`src/rtl/supply_guard_pkg.sv`:
```
package supply_guard_pkg;
   localparam int unsigned STAT_W  = 2;
   localparam int unsigned PF_BIT  = 0;
   localparam int unsigned POR_BIT = 1;
   localparam int unsigned CMP_W   = 2;

   typedef struct packed {
      logic warn;
      logic brown;
   } cmp_t;

   typedef enum logic {
      MON_OFF = 1'b0,
      MON_ON  = 1'b1
   } mon_state_e;
endpackage

```
`src/rtl/sg_sync.sv`:
```
module sg_sync #(
   parameter int unsigned WIDTH  = 2,
   parameter int unsigned STAGES = 2
) (
   input  logic             clk_i,
   input  logic             rst_ni,
   input  logic [WIDTH-1:0] d_i,
   output logic [WIDTH-1:0] q_o
);
   initial begin
      stages_cfg_chk: assert (STAGES >= 2) else $error("sg_sync needs at least two stages");
      width_cfg_chk: assert (WIDTH >= 1) else $error("sg_sync width must be positive");
   end

   logic [STAGES-1:0][WIDTH-1:0] chain_q;

   always_ff @(posedge clk_i or negedge rst_ni) begin
      if (!rst_ni) chain_q <= '0;
      else         chain_q <= {chain_q[STAGES-2:0], d_i};
   end

   assign q_o = chain_q[STAGES-1];
endmodule

```
`src/rtl/sg_hold_timer.sv`:
```
module sg_hold_timer #(
   parameter int unsigned HOLD_CYCLES = 65536
) (
   input  logic clk_i,
   input  logic rst_ni,
   input  logic brown_i,
   output logic hold_o
);
   localparam int unsigned CNT_W = $clog2(HOLD_CYCLES) + 1;
   localparam logic [CNT_W-1:0] TERM = CNT_W'(HOLD_CYCLES - 1);

   initial begin
      hold_cfg_chk: assert (HOLD_CYCLES >= 2) else $error("hold window too short");
   end

   logic [CNT_W-1:0] cnt_q;
   logic             hold_q;

   always_ff @(posedge clk_i or negedge rst_ni) begin
      if (!rst_ni) begin
         cnt_q  <= '0;
         hold_q <= 1'b1;
      end else if (brown_i) begin
         cnt_q  <= '0;
         hold_q <= 1'b1;
      end else if (hold_q) begin
         if (cnt_q == TERM) hold_q <= 1'b0;
         else               cnt_q  <= cnt_q + CNT_W'(1);
      end
   end

   assign hold_o = hold_q;


   release_at_term_chk: assert property (@(posedge clk_i) disable iff (!rst_ni)
      $fell(hold_q) |-> $past(cnt_q) == TERM);


   restart_count_chk: assert property (@(posedge clk_i) disable iff (!rst_ni)
      brown_i |=> (hold_q && cnt_q == '0));
endmodule

```
`src/rtl/sg_flags.sv`:
```
module sg_flags #(
   parameter int unsigned            NFLAG   = 2,
   parameter logic [NFLAG-1:0]       RST_VAL = '0
) (
   input  logic             clk_i,
   input  logic             rst_ni,
   input  logic [NFLAG-1:0] set_i,
   input  logic             wr_i,
   input  logic [NFLAG-1:0] wdata_i,
   output logic [NFLAG-1:0] flags_o
);
   logic [NFLAG-1:0] flags_q;
   logic [NFLAG-1:0] clr;
   logic [NFLAG-1:0] nxt;

   for (genvar b = 0; b < NFLAG; b++) begin : g_flag
      assign clr[b] = wr_i & ~wdata_i[b];
      assign nxt[b] = set_i[b] | (flags_q[b] & ~clr[b]);


      set_takes_chk: assert property (@(posedge clk_i) disable iff (!rst_ni)
         set_i[b] |=> flags_q[b]);


      sticky_hold_chk: assert property (@(posedge clk_i) disable iff (!rst_ni)
         (flags_q[b] && !(wr_i && !wdata_i[b])) |=> flags_q[b]);


      no_spurious_set_chk: assert property (@(posedge clk_i) disable iff (!rst_ni)
         (!flags_q[b] && !set_i[b]) |=> !flags_q[b]);
   end

   always_ff @(posedge clk_i or negedge rst_ni) begin
      if (!rst_ni) flags_q <= RST_VAL;
      else         flags_q <= nxt;
   end

   assign flags_o = flags_q;
endmodule

```
`src/rtl/supply_guard.sv`:
```
module supply_guard #(
   parameter int unsigned HOLD_CYCLES = 65536,
   parameter int unsigned SYNC_STAGES = 2,
   parameter int unsigned ADDR_W      = 16,
   parameter logic [15:0] BOOT_ADDR   = 16'h0000,
   parameter logic [15:0] PF_VECTOR   = 16'h0033
) (
   input  logic              clk_i,
   input  logic              cold_rst_ni,
   input  logic              below_warn_i,
   input  logic              below_rst_i,
   input  logic              stop_mode_i,
   input  logic              keep_alive_i,
   input  logic              pf_ie_i,
   input  logic              stat_wr_i,
   input  logic [1:0]        stat_wdata_i,
   output logic              sys_rst_o,
   output logic              mon_en_o,
   output logic              pf_irq_o,
   output logic [ADDR_W-1:0] irq_vec_o,
   output logic              boot_o,
   output logic [ADDR_W-1:0] boot_addr_o,
   output logic [1:0]        stat_o
);
   import supply_guard_pkg::*;

   initial begin
      addr_cfg_chk: assert (ADDR_W >= 8 && ADDR_W <= 16) else $error("address width out of range");
   end

   cmp_t             raw_cmp, sync_cmp, live_cmp;
   mon_state_e       mon_state;
   logic             hold;
   logic             rst_seen_q;
   logic [STAT_W-1:0] set_vec;

   assign mon_state = (!stop_mode_i || keep_alive_i) ? MON_ON : MON_OFF;
   assign mon_en_o  = (mon_state == MON_ON);

   assign raw_cmp.warn  = below_warn_i;
   assign raw_cmp.brown = below_rst_i;

   sg_sync #(.WIDTH(CMP_W), .STAGES(SYNC_STAGES)) sync_i (
      .clk_i  (clk_i),
      .rst_ni (cold_rst_ni),
      .d_i    (raw_cmp),
      .q_o    (sync_cmp)
   );

   assign live_cmp = mon_en_o ? sync_cmp : '0;

   sg_hold_timer #(.HOLD_CYCLES(HOLD_CYCLES)) timer_i (
      .clk_i   (clk_i),
      .rst_ni  (cold_rst_ni),
      .brown_i (live_cmp.brown),
      .hold_o  (hold)
   );

   assign set_vec[PF_BIT]  = live_cmp.warn;
   assign set_vec[POR_BIT] = 1'b0;

   sg_flags #(.NFLAG(STAT_W), .RST_VAL(STAT_W'(1) << POR_BIT)) flags_i (
      .clk_i   (clk_i),
      .rst_ni  (cold_rst_ni),
      .set_i   (set_vec),
      .wr_i    (stat_wr_i),
      .wdata_i (stat_wdata_i),
      .flags_o (stat_o)
   );

   assign sys_rst_o = hold | live_cmp.brown;

   always_ff @(posedge clk_i or negedge cold_rst_ni) begin
      if (!cold_rst_ni) rst_seen_q <= 1'b1;
      else              rst_seen_q <= sys_rst_o;
   end

   assign boot_o      = rst_seen_q & ~sys_rst_o;
   assign boot_addr_o = boot_o ? BOOT_ADDR[ADDR_W-1:0] : '0;
   assign pf_irq_o    = stat_o[PF_BIT] & pf_ie_i;
   assign irq_vec_o   = pf_irq_o ? PF_VECTOR[ADDR_W-1:0] : '0;


   gated_no_reset_chk: assert property (@(posedge clk_i) disable iff (!cold_rst_ni)
      (!mon_en_o && !$past(sys_rst_o)) |-> !sys_rst_o);


   boot_single_chk: assert property (@(posedge clk_i) disable iff (!cold_rst_ni)
      boot_o |=> !boot_o);


   brown_hold_chk: assert property (@(posedge clk_i) disable iff (!cold_rst_ni)
      live_cmp.brown |=> hold);
endmodule

```
`config.mk`:
```
export PLATFORM = sky130hd
export DESIGN_NAME = supply_guard
export DESIGN_NICKNAME = d
export VERILOG_FILES = /design/src/rtl/supply_guard_pkg.sv /design/src/rtl/sg_sync.sv /design/src/rtl/sg_hold_timer.sv /design/src/rtl/sg_flags.sv /design/src/rtl/supply_guard.sv
export SDC_FILE = /design/constraint.sdc
export NUM_CORES = 1
export LEC_CHECK = 0
export ABC_AREA = 1
export BUFFER_PORTS_ARGS = -buffer_cell sky130_fd_sc_hd__buf_2
export CAP_MARGIN = 20
export CORE_MARGIN = 10
export CORE_UTILIZATION = 45
export DETAILED_ROUTE_END_ITERATION = 12
export HOLD_SLACK_MARGIN = 0.03
export PLACE_DENSITY_LB_ADDON = 0.08
export SYNTH_ARGS = -nofsm -noshare
export SYNTH_HDL_FRONTEND = slang
export SYNTH_HIERARCHICAL = 1
export SYNTH_SLANG_ARGS = --single-unit
```
`constraint.sdc`:
```
create_clock -name clk_i -period 1.95 [get_ports clk_i]
set_input_delay 0.39 -clock clk_i [delete_from_list [all_inputs] [get_ports clk_i]]
set_output_delay 0.39 -clock clk_i [all_outputs]
set_load 0.02 [all_outputs]
```
==> results of run 1 <==
==> area by class of cell <==
| cell class | instances | area [µm²] |
|---|---|---|
| fill | 348 | 1610 |
| multi-input combinational | 145 | 771 |
| sequential | 25 | 629 |
| timing repair buffer | 29 | 170 |
| inverter | 25 | 101 |
| tap | 46 | 57.6 |
| clock buffer | 4 | 26.3 |
==> routing by layer <==
layer	track usage, %	wire (µm)	up-vias
met2	18.2	1650	35
met3	3.49	237	7
li1	-	-	610
met5	0	0	-
met4	5.73	68	0
met1	11.3	1280	582
==> per-stage QoR <==
step / std cells / util, % / power, mW / TNS [ps]
4_1_cts: 271 / 49.1 / 0.965 / 0
3_3_place_gp: 266 / 47.8 / 0.722 / 0
5_1_grt: 274 / 52.2 / 1.03 / -532
2_1_floorplan: 230 / - / 0.736 / 0
6_report: 274 / 52.2 / 0.971 / 0
3_5_place_dp: 266 / 47.8 / 0.726 / -312
==> worst reg2reg max path, delay by kind of cell (launching register included) <==
kind	cells	cell delay, ps
AOI/OAI and AO/OA	1	130
adders and majority gates	2	460
and+or+nand+nor	6	740
buffers and inverters	2	90
DFF	1	400
==> placed cells by master (no fill, tap or decap), drive strengths merged <==
master  synthesis  routed
nor4            1       1
a21oi           6       6
dfrtp          22      22
o31ai           1       1
a21boi          1       1
clkbuf          1       4
conb            1      29
and2            1       1
nor3            2       2
xor2            1       1
dfstp           3       3
inv            25      25
buf            34      29
ha              2       2
nand2          50      50
nor2           34      34
nand4           2       2
o21ai           6       6
nand3           9       9
==> cell families (layout without fill, tap and decap cells) <==
kind of cell	Yosys count	count (layout)
other	1	29
and+or+nand+nor	99	99
buffers and inverters	60	58
xor gates and xnor gates	1	1
adders and majority gates	2	2
AOI/OAI and AO/OA	14	14
DFF	25	25
==> worst paths after layout <==
kind | from | endpoint | slack (ps) | cells past startpoint
setup / recovery | timer_i/cnt_q[1] | timer_i/cnt_q[14] | 40 | 11
hold reg to reg | sync_i/chain_q[1] | sync_i/q_o[1] | 370 | 0
min in group clk_i | below_warn_i | sync_i/chain_q[1] | 160 | 1
max in group asynchronous | cold_rst_ni | rst_seen_q | 1530 | 1
setup reg to reg | timer_i/cnt_q[1] | timer_i/cnt_q[14] | 40 | 11
hold / removal | cold_rst_ni | sync_i/chain_q[1] | 40 | 1
==> state kept, by name, indices dropped and copies added, names as in the netlist <==
name and flops:
flags_i/flags_o 2, sync_i/chain_q 2, timer_i/cnt_q 17, sync_i/q_o 2, rst_seen_q 1, timer_i/hold_o 1
==> power by group <==
| part | leakage (nW) | switching, mW | internal [mW] | total (mW) |
|---|---|---|---|---|
| sequential | 0.323 | 0.0188 | 0.541 | 0.560 |
| combinational | 0.590 | 0.128 | 0.0495 | 0.178 |
| clock | 0.0150 | 0.153 | 0.0802 | 0.233 |
==> what timing repair did <==
item / 4_1_cts / 5_1_grt
resized for setup: 3 / 21
pin swaps: 2 / 8
setup endpoints to repair: 8 / 10
buffers inserted: 1 / 3
==> flow_summary_export.csv, run 1 <==
group,metric,value,unit
outcome,status,"completed",
logic_synthesis,syn_area_per_cell,7.79,µm²
clock_tree,clockBufferDepth,2,
clock_tree,cts_buffers,3,
timing,worstMarginPinSlew,558,ps
global_routing,grt_antenna_before_repair,0,
global_routing,grt_start_max_net_pins,26,
routing,first_iter_violations,39,
timing,max_slew_margin,62.8,%
hold_path,hold_path_class,"in2async",
logic_synthesis,synth_ff_type,"dfrtp_1",
setup_path,crit_path_max_incr_delay,400,ps
global_routing,grt_pass1_vias,1239,
logic_synthesis,muxShareOfSynthArea,0,%
routing,routed_wl,3230,µm
global_routing,global_route.overflow_total,0,
logic_synthesis,synthDistinctLibCells,24,
power_and_ir_drop,p_leak,0.928,nW
cells_and_area,stdcell_area,1760,µm²
cells_and_area,antenna_cells,0,
power_and_ir_drop,powerDensity,553,nW/µm²
setup_path,critPathLaunchType,"register",
clock_tree,clk_latency,320,ps
logic_synthesis,yosysSeqAreaShare,40.0,%
floorplan,fp.dieH,79.1,µm
logic_synthesis,syn_inst,202,
timing,fin_crit_sh,98.2,%
floorplan,fp.dieW,79.1,µm
cells_and_area,syn_to_final_growth,11.6,%
setup_path,cp_top_family,"simple AND/OR/NAND/NOR gates",
setup_path,crit_type,"reg2reg",
clock_tree,cts_root_buf,"clkbuf_4",
logic_synthesis,yosysMostFrequentCell,"nand2_1",
setup_path,cp_max_fo,7,
cells_and_area,nets,241,
clock_tree,cts_sinks,25,
routing,dr_total_vias,1234,
logic_synthesis,synth-edff-count,0,
logic_synthesis,synthAdderAreaFrac,1.59,%
routing,via_per_inst,4.50,
floorplan,core,3360,µm²
setup_path,cp_slowest_cell,"dfrtp_1",
routing,wl_per_cell,11.8,µm
setup_path,end_kind,"register",
logic_synthesis,synth_compound_area_share,4.77,%
floorplan,rows,21,
setup_path,cp.required,2180,ps
logic_synthesis,syn-cell-area,1570,µm²
logic_synthesis,synthesis.yosys.warnings,6,
logic_synthesis,synth_top_area_share,35.0,%
floorplan,dieArea,6260,µm²
logic_synthesis,synthTopCellsByArea,"dfrtp_1, buf_4, nand2_1, nor2_1, dfstp_2",
placement,hpwlAfterDp,2500,µm
placement,dp_slack,-79.4,ps
cells_and_area,drive_gt1_share,30.7,%
clock_tree,ctsHtreeMaxLevel,1,
routing,route.detailed.drc,0,
logic_synthesis,synth_top_family_by_area,"simple AND/OR/NAND/NOR gates",
logic_synthesis,synth_top_cell_by_area,"dfrtp_1",
global_routing,grt_pass1_wl,5450,µm
setup_path,cp_num_buf_inv,2,
placement,io_buffers,19,
setup_path,crit_arrival,2140,ps
timing,max_clock_freq,522,MHz
placement,place.gp.congestion,0.865,
flow_run,maxCapViolations,0,
global_routing,grt_usage,10.6,%
timing,grt_setup_unrepaired,"true",
setup_path,crit_chain,"ha_2, nand3_4, nor4_4, ha_2, inv_2, nand2_4, nand2_8, nand2_8, inv_8, a21oi_1, nor2_1",
timing,skew,3.41,ps
power_and_ir_drop,vdd_drop_max,0.468,mV
logic_synthesis,yosys.area_share.simple,29.8,%
logic_synthesis,async_reset_ff_share,100,%
routing,detail-route-antenna-nets,0,
logic_synthesis,ys_ff_latch,25,
placement,placed_area,1610,µm²
timing,final.setup.worst_slack,35.1,ps
logic_synthesis,synth_xor_area_share,0.557,%
timing,setup_viol,0,
clock_tree,postCtsHoldBufs,0,
clock_tree,clk_transition_reported_paths,130,ps
logic_synthesis,synthTopCellsByCount,"nand2_1, buf_4, nor2_1",
clock_tree,cts_tree,"done",
routing,drt-pass1-iter-count,4,
timing,final_hold_viol_count,0,
timing,slew_violations,0,
floorplan,start_util,46.8,%
timing,hold_slack,36.6,ps
timing,period_needed,1910,ps
floorplan,pin_count,48,
No activity file was read; power rests on OpenSTA's default activity.
==> inputs of run 2 (changes only) <==
--- a/config.mk
+++ b/config.mk
@@ -5,7 +5,7 @@
 export SDC_FILE = /design/constraint.sdc
 export NUM_CORES = 1
 export LEC_CHECK = 0
-export ABC_AREA = 1
+export ABC_AREA = 0
 export BUFFER_PORTS_ARGS = -buffer_cell sky130_fd_sc_hd__buf_2
 export CAP_MARGIN = 20
 export CORE_MARGIN = 10
@@ -13,6 +13,7 @@
 export DETAILED_ROUTE_END_ITERATION = 12
 export HOLD_SLACK_MARGIN = 0.03
 export PLACE_DENSITY_LB_ADDON = 0.08
+export SLEW_MARGIN = 30
 export SYNTH_ARGS = -nofsm -noshare
 export SYNTH_HDL_FRONTEND = slang
 export SYNTH_HIERARCHICAL = 1
==> run 2 against run 1 <==
Effect of this change:
- the flow now finishes with violations (negative setup slack)
- setup slack worse by 71 ps
- area after synthesis is 9.5% lower
- sequential power hardly changed
- count of clock-buffer cells in the layout is 1 lower
- register-to-register slack worse by 70 ps
- first-iteration DRC count is 23% lower
- via count is 18% lower
- power is 0.10% lower
- combinational power hardly changed
- largest power group unchanged
- core utilization is 1.5 points higher
- critical endpoint is now timer_i/cnt_q[12]
==> flow_summary_export.csv, run 2 <==
group,metric,value,unit
cells_and_area,mostFrequentLayoutCells,"conb_1, dfrtp_1, buf_2",
power_and_ir_drop,vdd_drop_max,0.413,mV
timing,fin_crit_sh,102,%
placement,hpwlAfterDp,2170,µm
routing,dr_total_vias,1008,
routing,routed_wl,2770,µm
cells_and_area,drive_gt1_share,35.8,%
setup_path,cp.required,2200,ps
setup_path,crit_path_max_incr_delay,440,ps
clock_tree,clk_transition_reported_paths,140,ps
placement,io_buffers,19,
global_routing,grt_pass1_vias,1005,
logic_synthesis,synthDistinctLibCells,37,
outcome,status,"finished with violations",
clock_tree,cts_sinks,25,
logic_synthesis,synth_ff_type,"dfrtp_1",
timing,setup_viol,1,
cells_and_area,largest_register_ffs,17,
logic_synthesis,synth_top_area_share,38.7,%
logic_synthesis,synthTopCellsByCount,"buf_4, dfrtp_1, nor2_1",
floorplan,fp.dieW,76.3,µm
logic_synthesis,synthTopCellsByArea,"dfrtp_1, buf_4, dfstp_2, xor2_1, a21oi_1",
placement,place.gp.congestion,0.743,
setup_path,cp_slowest_cell,"or4_1",
global_routing,grt_antenna_before_repair,0,
setup_path,end_kind,"register",
timing,skew,8.81,ps
setup_path,cpMostUsedCell,"ha_2",
clock_tree,cts_tree,"done",
setup_path,cp_top_family,"simple AND/OR/NAND/NOR gates",
global_routing,grt_usage,9.19,%
cells_and_area,fin_cells,217,
logic_synthesis,syn_inst,143,
cells_and_area,nets,186,
logic_synthesis,ys_ff_latch,25,
setup_path,crit_chain,"ha_2, and3_4, nand2_2, nor3_2, ha_2, nor2b_4, o21ai_2, or4_1, a21oi_2",
setup_path,crit_arrival,2240,ps
routing,wl_per_cell,12.7,µm
global_routing,global_route.overflow_total,0,
routing,detail-route-antenna-nets,0,
logic_synthesis,async_reset_ff_share,100,%
placement,dp_slack,-23.7,ps
clock_tree,ctsHtreeMaxLevel,1,
power_and_ir_drop,powerDensity,592,nW/µm²
logic_synthesis,yosysMostFrequentCell,"buf_4",
routing,via_per_inst,4.65,
outcome,violations,"negative setup slack",
cells_and_area,regMostFlops,"timer_i/cnt_q",
power_and_ir_drop,power.total,0.970,mW
global_routing,grt_start_max_net_pins,26,
logic_synthesis,yosysSeqAreaShare,44.2,%
floorplan,dieArea,5810,µm²
floorplan,fp.dieH,76.3,µm
hold_path,hold_path_class,"in2reg",
floorplan,core,3050,µm²
setup_path,critPathLaunchType,"register",
timing,max_slew_margin,64.1,%
floorplan,rows,20,
setup_path,cp_num_buf_inv,0,
routing,first_iter_violations,30,
floorplan,pin_count,48,
power_and_ir_drop,p_leak,0.773,nW
clock_tree,clockBufferDepth,2,
clock_tree,clk_latency,320,ps
cells_and_area,antenna_cells,0,
setup_path,cp_max_fo,6,
cells_and_area,final_common_cell,"conb_1",
placement,dp_cells,211,
setup_path,crit_type,"reg2reg",
logic_synthesis,syn_area_per_cell,9.96,µm²
clock_tree,cts_buffers,3,
clock_tree,cts_root_buf,"clkbuf_4",
flow_run,maxCapViolations,0,
timing,grt_setup_unrepaired,"true",
cells_and_area,syn_to_final_growth,15.1,%
timing,final_hold_viol_count,0,
timing,slew_violations,0,
routing,route.detailed.drc,0,
floorplan,start_util,46.6,%
logic_synthesis,synthesis.yosys.warnings,6,
logic_synthesis,synth_top_cell_by_area,"dfrtp_1",
timing,max_clock_freq,504,MHz
timing,worstMarginPinSlew,539,ps
global_routing,grt_pass1_wl,4570,µm
timing,final.setup.worst_slack,-35.4,ps
routing,drt-pass1-iter-count,4,
logic_synthesis,synth-edff-count,0,
timing,period_needed,1990,ps
logic_synthesis,syn-cell-area,1420,µm²
-- run 2: cell count changes in the layout (fill, tap and decap cells not counted), sizes merged, moves of 6 or more --
cell / delta
buf: +6
inv: -23
nand2: -46
nand3: -7
nor2: -24
xor2: +6
-- run 2: worst reg2reg max path: stages, from the launching register on --
cell and delay (ps):
dfrtp_1 410, ha_2 190, and3_4 180, nand2_2 60
nor3_2 40, ha_2 180, nor2b_4 200, o21ai_2 110
or4_1 440, a21oi_2 130
-- run 2: path summary, 6_finish.rpt --
kind | start | end | slack (ps) | depth (start not counted)
setup / recovery | timer_i/cnt_q[1] | timer_i/cnt_q[12] | -40 | 9
hold / removal | below_warn_i | sync_i/chain_q[1] | 160 | 1
setup reg to reg | timer_i/cnt_q[1] | timer_i/cnt_q[12] | -40 | 9
hold reg to reg | sync_i/chain_q[1] | sync_i/q_o[1] | 370 | 0
max in group asynchronous | cold_rst_ni | rst_seen_q | 1020 | 2
min in group asynchronous | cold_rst_ni | timer_i/cnt_q[13] | 570 | 2
-- run 2: kinds of logic (layout without fill, tap and decap cells) --
group                    after synthesis  after routing  synth area share (%)
adder cells (fa/ha/maj)                2              2                  1.76
AND/OR/NAND/NOR                       41             41                  17.3
flip-flops                            25             25                  44.2
multiplexers                           1              1                 0.703
AO/OA/AOI/OAI                         25             25                  10.8
other                                  1             29                 0.263
buffers and inverters                 40             42                  20.0
XOR/XNOR                               8              8                  4.92
-- run 2: where the power goes --
part | internal (mW) | switching, mW
Clock | 0.0784 | 0.156
Combinational | 0.0555 | 0.122
Sequential | 0.542 | 0.0157
-- run 2: routing by layer --
layer	global-route usage, %	routed length (µm)	part of all wire [%]	vias up
met5	0	0	0	-
met4	3.90	11	0.40	0
met3	3.77	244	8.8	2
met2	15.2	1400	51	25
met1	10.1	1110	40	489
li1	-	-	-	492
-- run 2: through the flow --
stage	hold WS, ps	area, µm²	utilization, %	TNS [ps]
finish	160	1640	53.7	-35.4
global route	132	1640	53.7	-872
CTS	137	1610	52.8	-12.8
detailed placement	340	1540	50.5	-63.3
global placement	334	1540	50.5	0
floorplan	94.4	1570	-	-16.1
-- run 2: area by class of cell --
cell class	count	area, µm²
clock buffers	3	22.5
fillers	306	1410
inverters	2	7.51
repair buffers	36	225
multi-input cells	106	692
flip-flops and latches	25	629
clock inverters	1	7.51
well taps	44	55.1
-- run 2: timing repair --
item                                    4_1_cts  5_1_grt
pin swaps                                     5        6
setup buffers                                 1        0
endpoints found under the hold margin        12        0
endpoints found under the setup margin        5       13
hold buffers                                  1        0
resized for setup                             6        6
==> inputs of run 3 (changes only) <==
--- a/config.mk
+++ b/config.mk
@@ -13,6 +13,7 @@
 export DETAILED_ROUTE_END_ITERATION = 12
 export HOLD_SLACK_MARGIN = 0.03
 export PLACE_DENSITY_LB_ADDON = 0.08
+export SKIP_CTS_REPAIR_TIMING = 1
 export SLEW_MARGIN = 30
 export SYNTH_ARGS = -nofsm -noshare
 export SYNTH_HDL_FRONTEND = slang
==> constraint.sdc (replaced) <==
create_clock -name clk_i -period 2.2 [get_ports clk_i]
set_input_delay 0.44 -clock clk_i [delete_from_list [all_inputs] [get_ports clk_i]]
set_output_delay 0.44 -clock clk_i [all_outputs]
set_load 0.02 [all_outputs]
==> run 3 against run 2 <==
Effect of this change:
- critical path type unchanged
- register-to-register slack better by 120 ps
- critical path depth rose by 1
- the run now ends clean
- final area decreased by 3.7%
==> flow_summary_export.csv, run 3 (same netlist as run 2, synthesis figures left out) <==
group,metric,value,unit
timing,period_needed,2120,ps
cells_and_area,seq_area,629,µm²
routing,first_iter_violations,50,
floorplan,core,3050,µm²
placement,io_buffers,19,
setup_path,reg2reg_depth,10,
setup_path,end_kind,"register",
routing,detail-route-antenna-nets,0,
floorplan,start_util,46.6,%
clock_tree,cts_root_buf,"clkbuf_4",
setup_path,r2r_slack,80,ps
routing,dr_total_vias,984,
clock_tree,cts_buffers,3,
setup_path,cpMostUsedCell,"ha_2",
routing,via_per_inst,4.58,
timing,skew,3.84,ps
clock_tree,clk_latency,310,ps
setup_path,cp_top_family,"simple AND/OR/NAND/NOR gates",
clock_tree,ctsHtreeMaxLevel,1,
global_routing,grt_antenna_before_repair,0,
floorplan,fp.dieW,76.3,µm
routing,wl_per_cell,12.5,µm
global_routing,grt_pass1_vias,983,
setup_path,crit_arrival,2380,ps
global_routing,grt_usage,9.08,%
floorplan,rows,20,
global_routing,grtUsageMet2,14.0,%
placement,hpwlAfterDp,2130,µm
setup_path,cp_slowest_cell,"or3_2",
setup_path,cp_num_buf_inv,1,
global_routing,top_usage_layer,"met2",
cells_and_area,regMostFlops,"timer_i/cnt_q",
timing,max_slew_margin,63.9,%
cells_and_area,final_util,51.7,%
global_routing,grt_start_max_net_pins,26,
setup_path,cp.required,2460,ps
setup_path,cp_max_fo,4,
power_and_ir_drop,powerDensity,537,nW/µm²
global_routing,grt_use_met3,4.36,%
outcome,status,"completed",
timing,fin_crit_sh,96.4,%
cells_and_area,n_fill_cell,304,
cells_and_area,nets,184,
power_and_ir_drop,vdd_drop_max,0.393,mV
placement,placed_area,1480,µm²
global_routing,grt_pass1_wl,4570,µm
timing,final_hold_viol_count,0,
routing,drt-pass1-iter-count,4,
global_routing,global_route.overflow_total,0,
clock_tree,clk_transition_reported_paths,130,ps
floorplan,fp.dieH,76.3,µm
cells_and_area,largest_register_ffs,17,
cells_and_area,antenna_cells,0,
hold_path,hold_path_class,"in2async",
timing,slew_violations,0,
global_routing,grt_util_met1,10.4,%
floorplan,dieArea,5810,µm²
setup_path,regToRegStartpoint,"timer_i/cnt_q[0]",
flow_run,maxCapViolations,0,
clock_tree,cts_tree,"done",
cells_and_area,stdcell_area,1580,µm²
cells_and_area,syn_to_final_growth,10.8,%
routing,route.detailed.drc,0,
timing,max_clock_freq,472,MHz
setup_path,r2r-end,"timer_i/cnt_q[13]",
setup_path,critPathLaunchType,"register",
floorplan,pin_count,48,
cells_and_area,drive_gt1_share,32.2,%
timing,worstMarginPinSlew,541,ps
power_and_ir_drop,p_leak,0.762,nW
placement,place.gp.congestion,0.840,
cells_and_area,multi_input_area,643,µm²
setup_path,crit_path_max_incr_delay,420,ps
setup_path,crit_chain,"ha_2, and3_1, nand2_1, nor3_2, ha_2, nor2b_4, buf_6, nand4_1, or3_2, a21oi_1",
routing,routed_wl,2700,µm
clock_tree,cts_sinks,25,
timing,setup_viol,0,
timing,hold_slack,84.2,ps
clock_tree,clockBufferDepth,2,
cells_and_area,final_common_cell,"conb_1",
setup_path,crit_type,"reg2reg",
cells_and_area,mostFrequentLayoutCells,"conb_1, dfrtp_1, buf_2",
[run 3: cell types whose count changed in the layout (fill, tap and decap cells not counted), sizes merged]
cell         change
clkinv           +1
dlygate4sd3      -1
clkinvlp         -1
buf              -1
[run 3: area by class of cell]
cell class,instances,share of cell area [%]
clock inverter,1,0.317
timing repair buffer,34,13.6
inverter,2,0.476
tap,44,3.49
multi-input combinational,106,40.8
sequential,25,39.9
clock buffer,3,1.43
[run 3: worst max path at each step]
stage,startpoint,to,cells past startpoint
after floorplan,timer_i/cnt_q[0],timer_i/cnt_q[12],9
after global placement,timer_i/cnt_q[6],timer_i/cnt_q[4],9
after detailed placement,timer_i/cnt_q[0],timer_i/cnt_q[11],9
final,timer_i/cnt_q[0],timer_i/cnt_q[13],10
after global routing,timer_i/cnt_q[0],timer_i/cnt_q[13],10
after CTS,timer_i/cnt_q[0],timer_i/cnt_q[11],9
[run 3: worst reg2reg max path, cell delays in order (launching register included)]
cell	delay, ps
dfrtp_1	410
ha_2	190
and3_1	190
nand2_1	80
nor3_2	40
ha_2	180
nor2b_4	170
buf_6	130
nand4_1	110
or3_2	420
a21oi_1	140
[run 3: metal layers]
layer / part of all wire (%) / routed length (µm)
met5: 0 / 0
met4: 1.4 / 37
met3: 11 / 302
met2: 44 / 1190
met1: 43 / 1170
[run 3: metrics by stage]
stage	setup TNS [ps]	std cells	total power, mW	setup WS (ps)
5_1_grt	-44.3	215	0.903	-31.5
2_1_floorplan	0	171	0.648	51.8
6_report	0	215	0.848	80.1
3_3_place_gp	0	207	0.648	20.0
4_1_cts	-194	211	0.855	-46.9
3_5_place_dp	-37.7	207	0.652	-17.7
[run 3: power breakdown]
| group | switching (mW) | internal, mW |
|---|---|---|
| Clock | 0.131 | 0.0680 |
| Combinational | 0.107 | 0.0474 |
| Sequential | 0.0134 | 0.481 |
| Total | 0.252 | 0.596 |
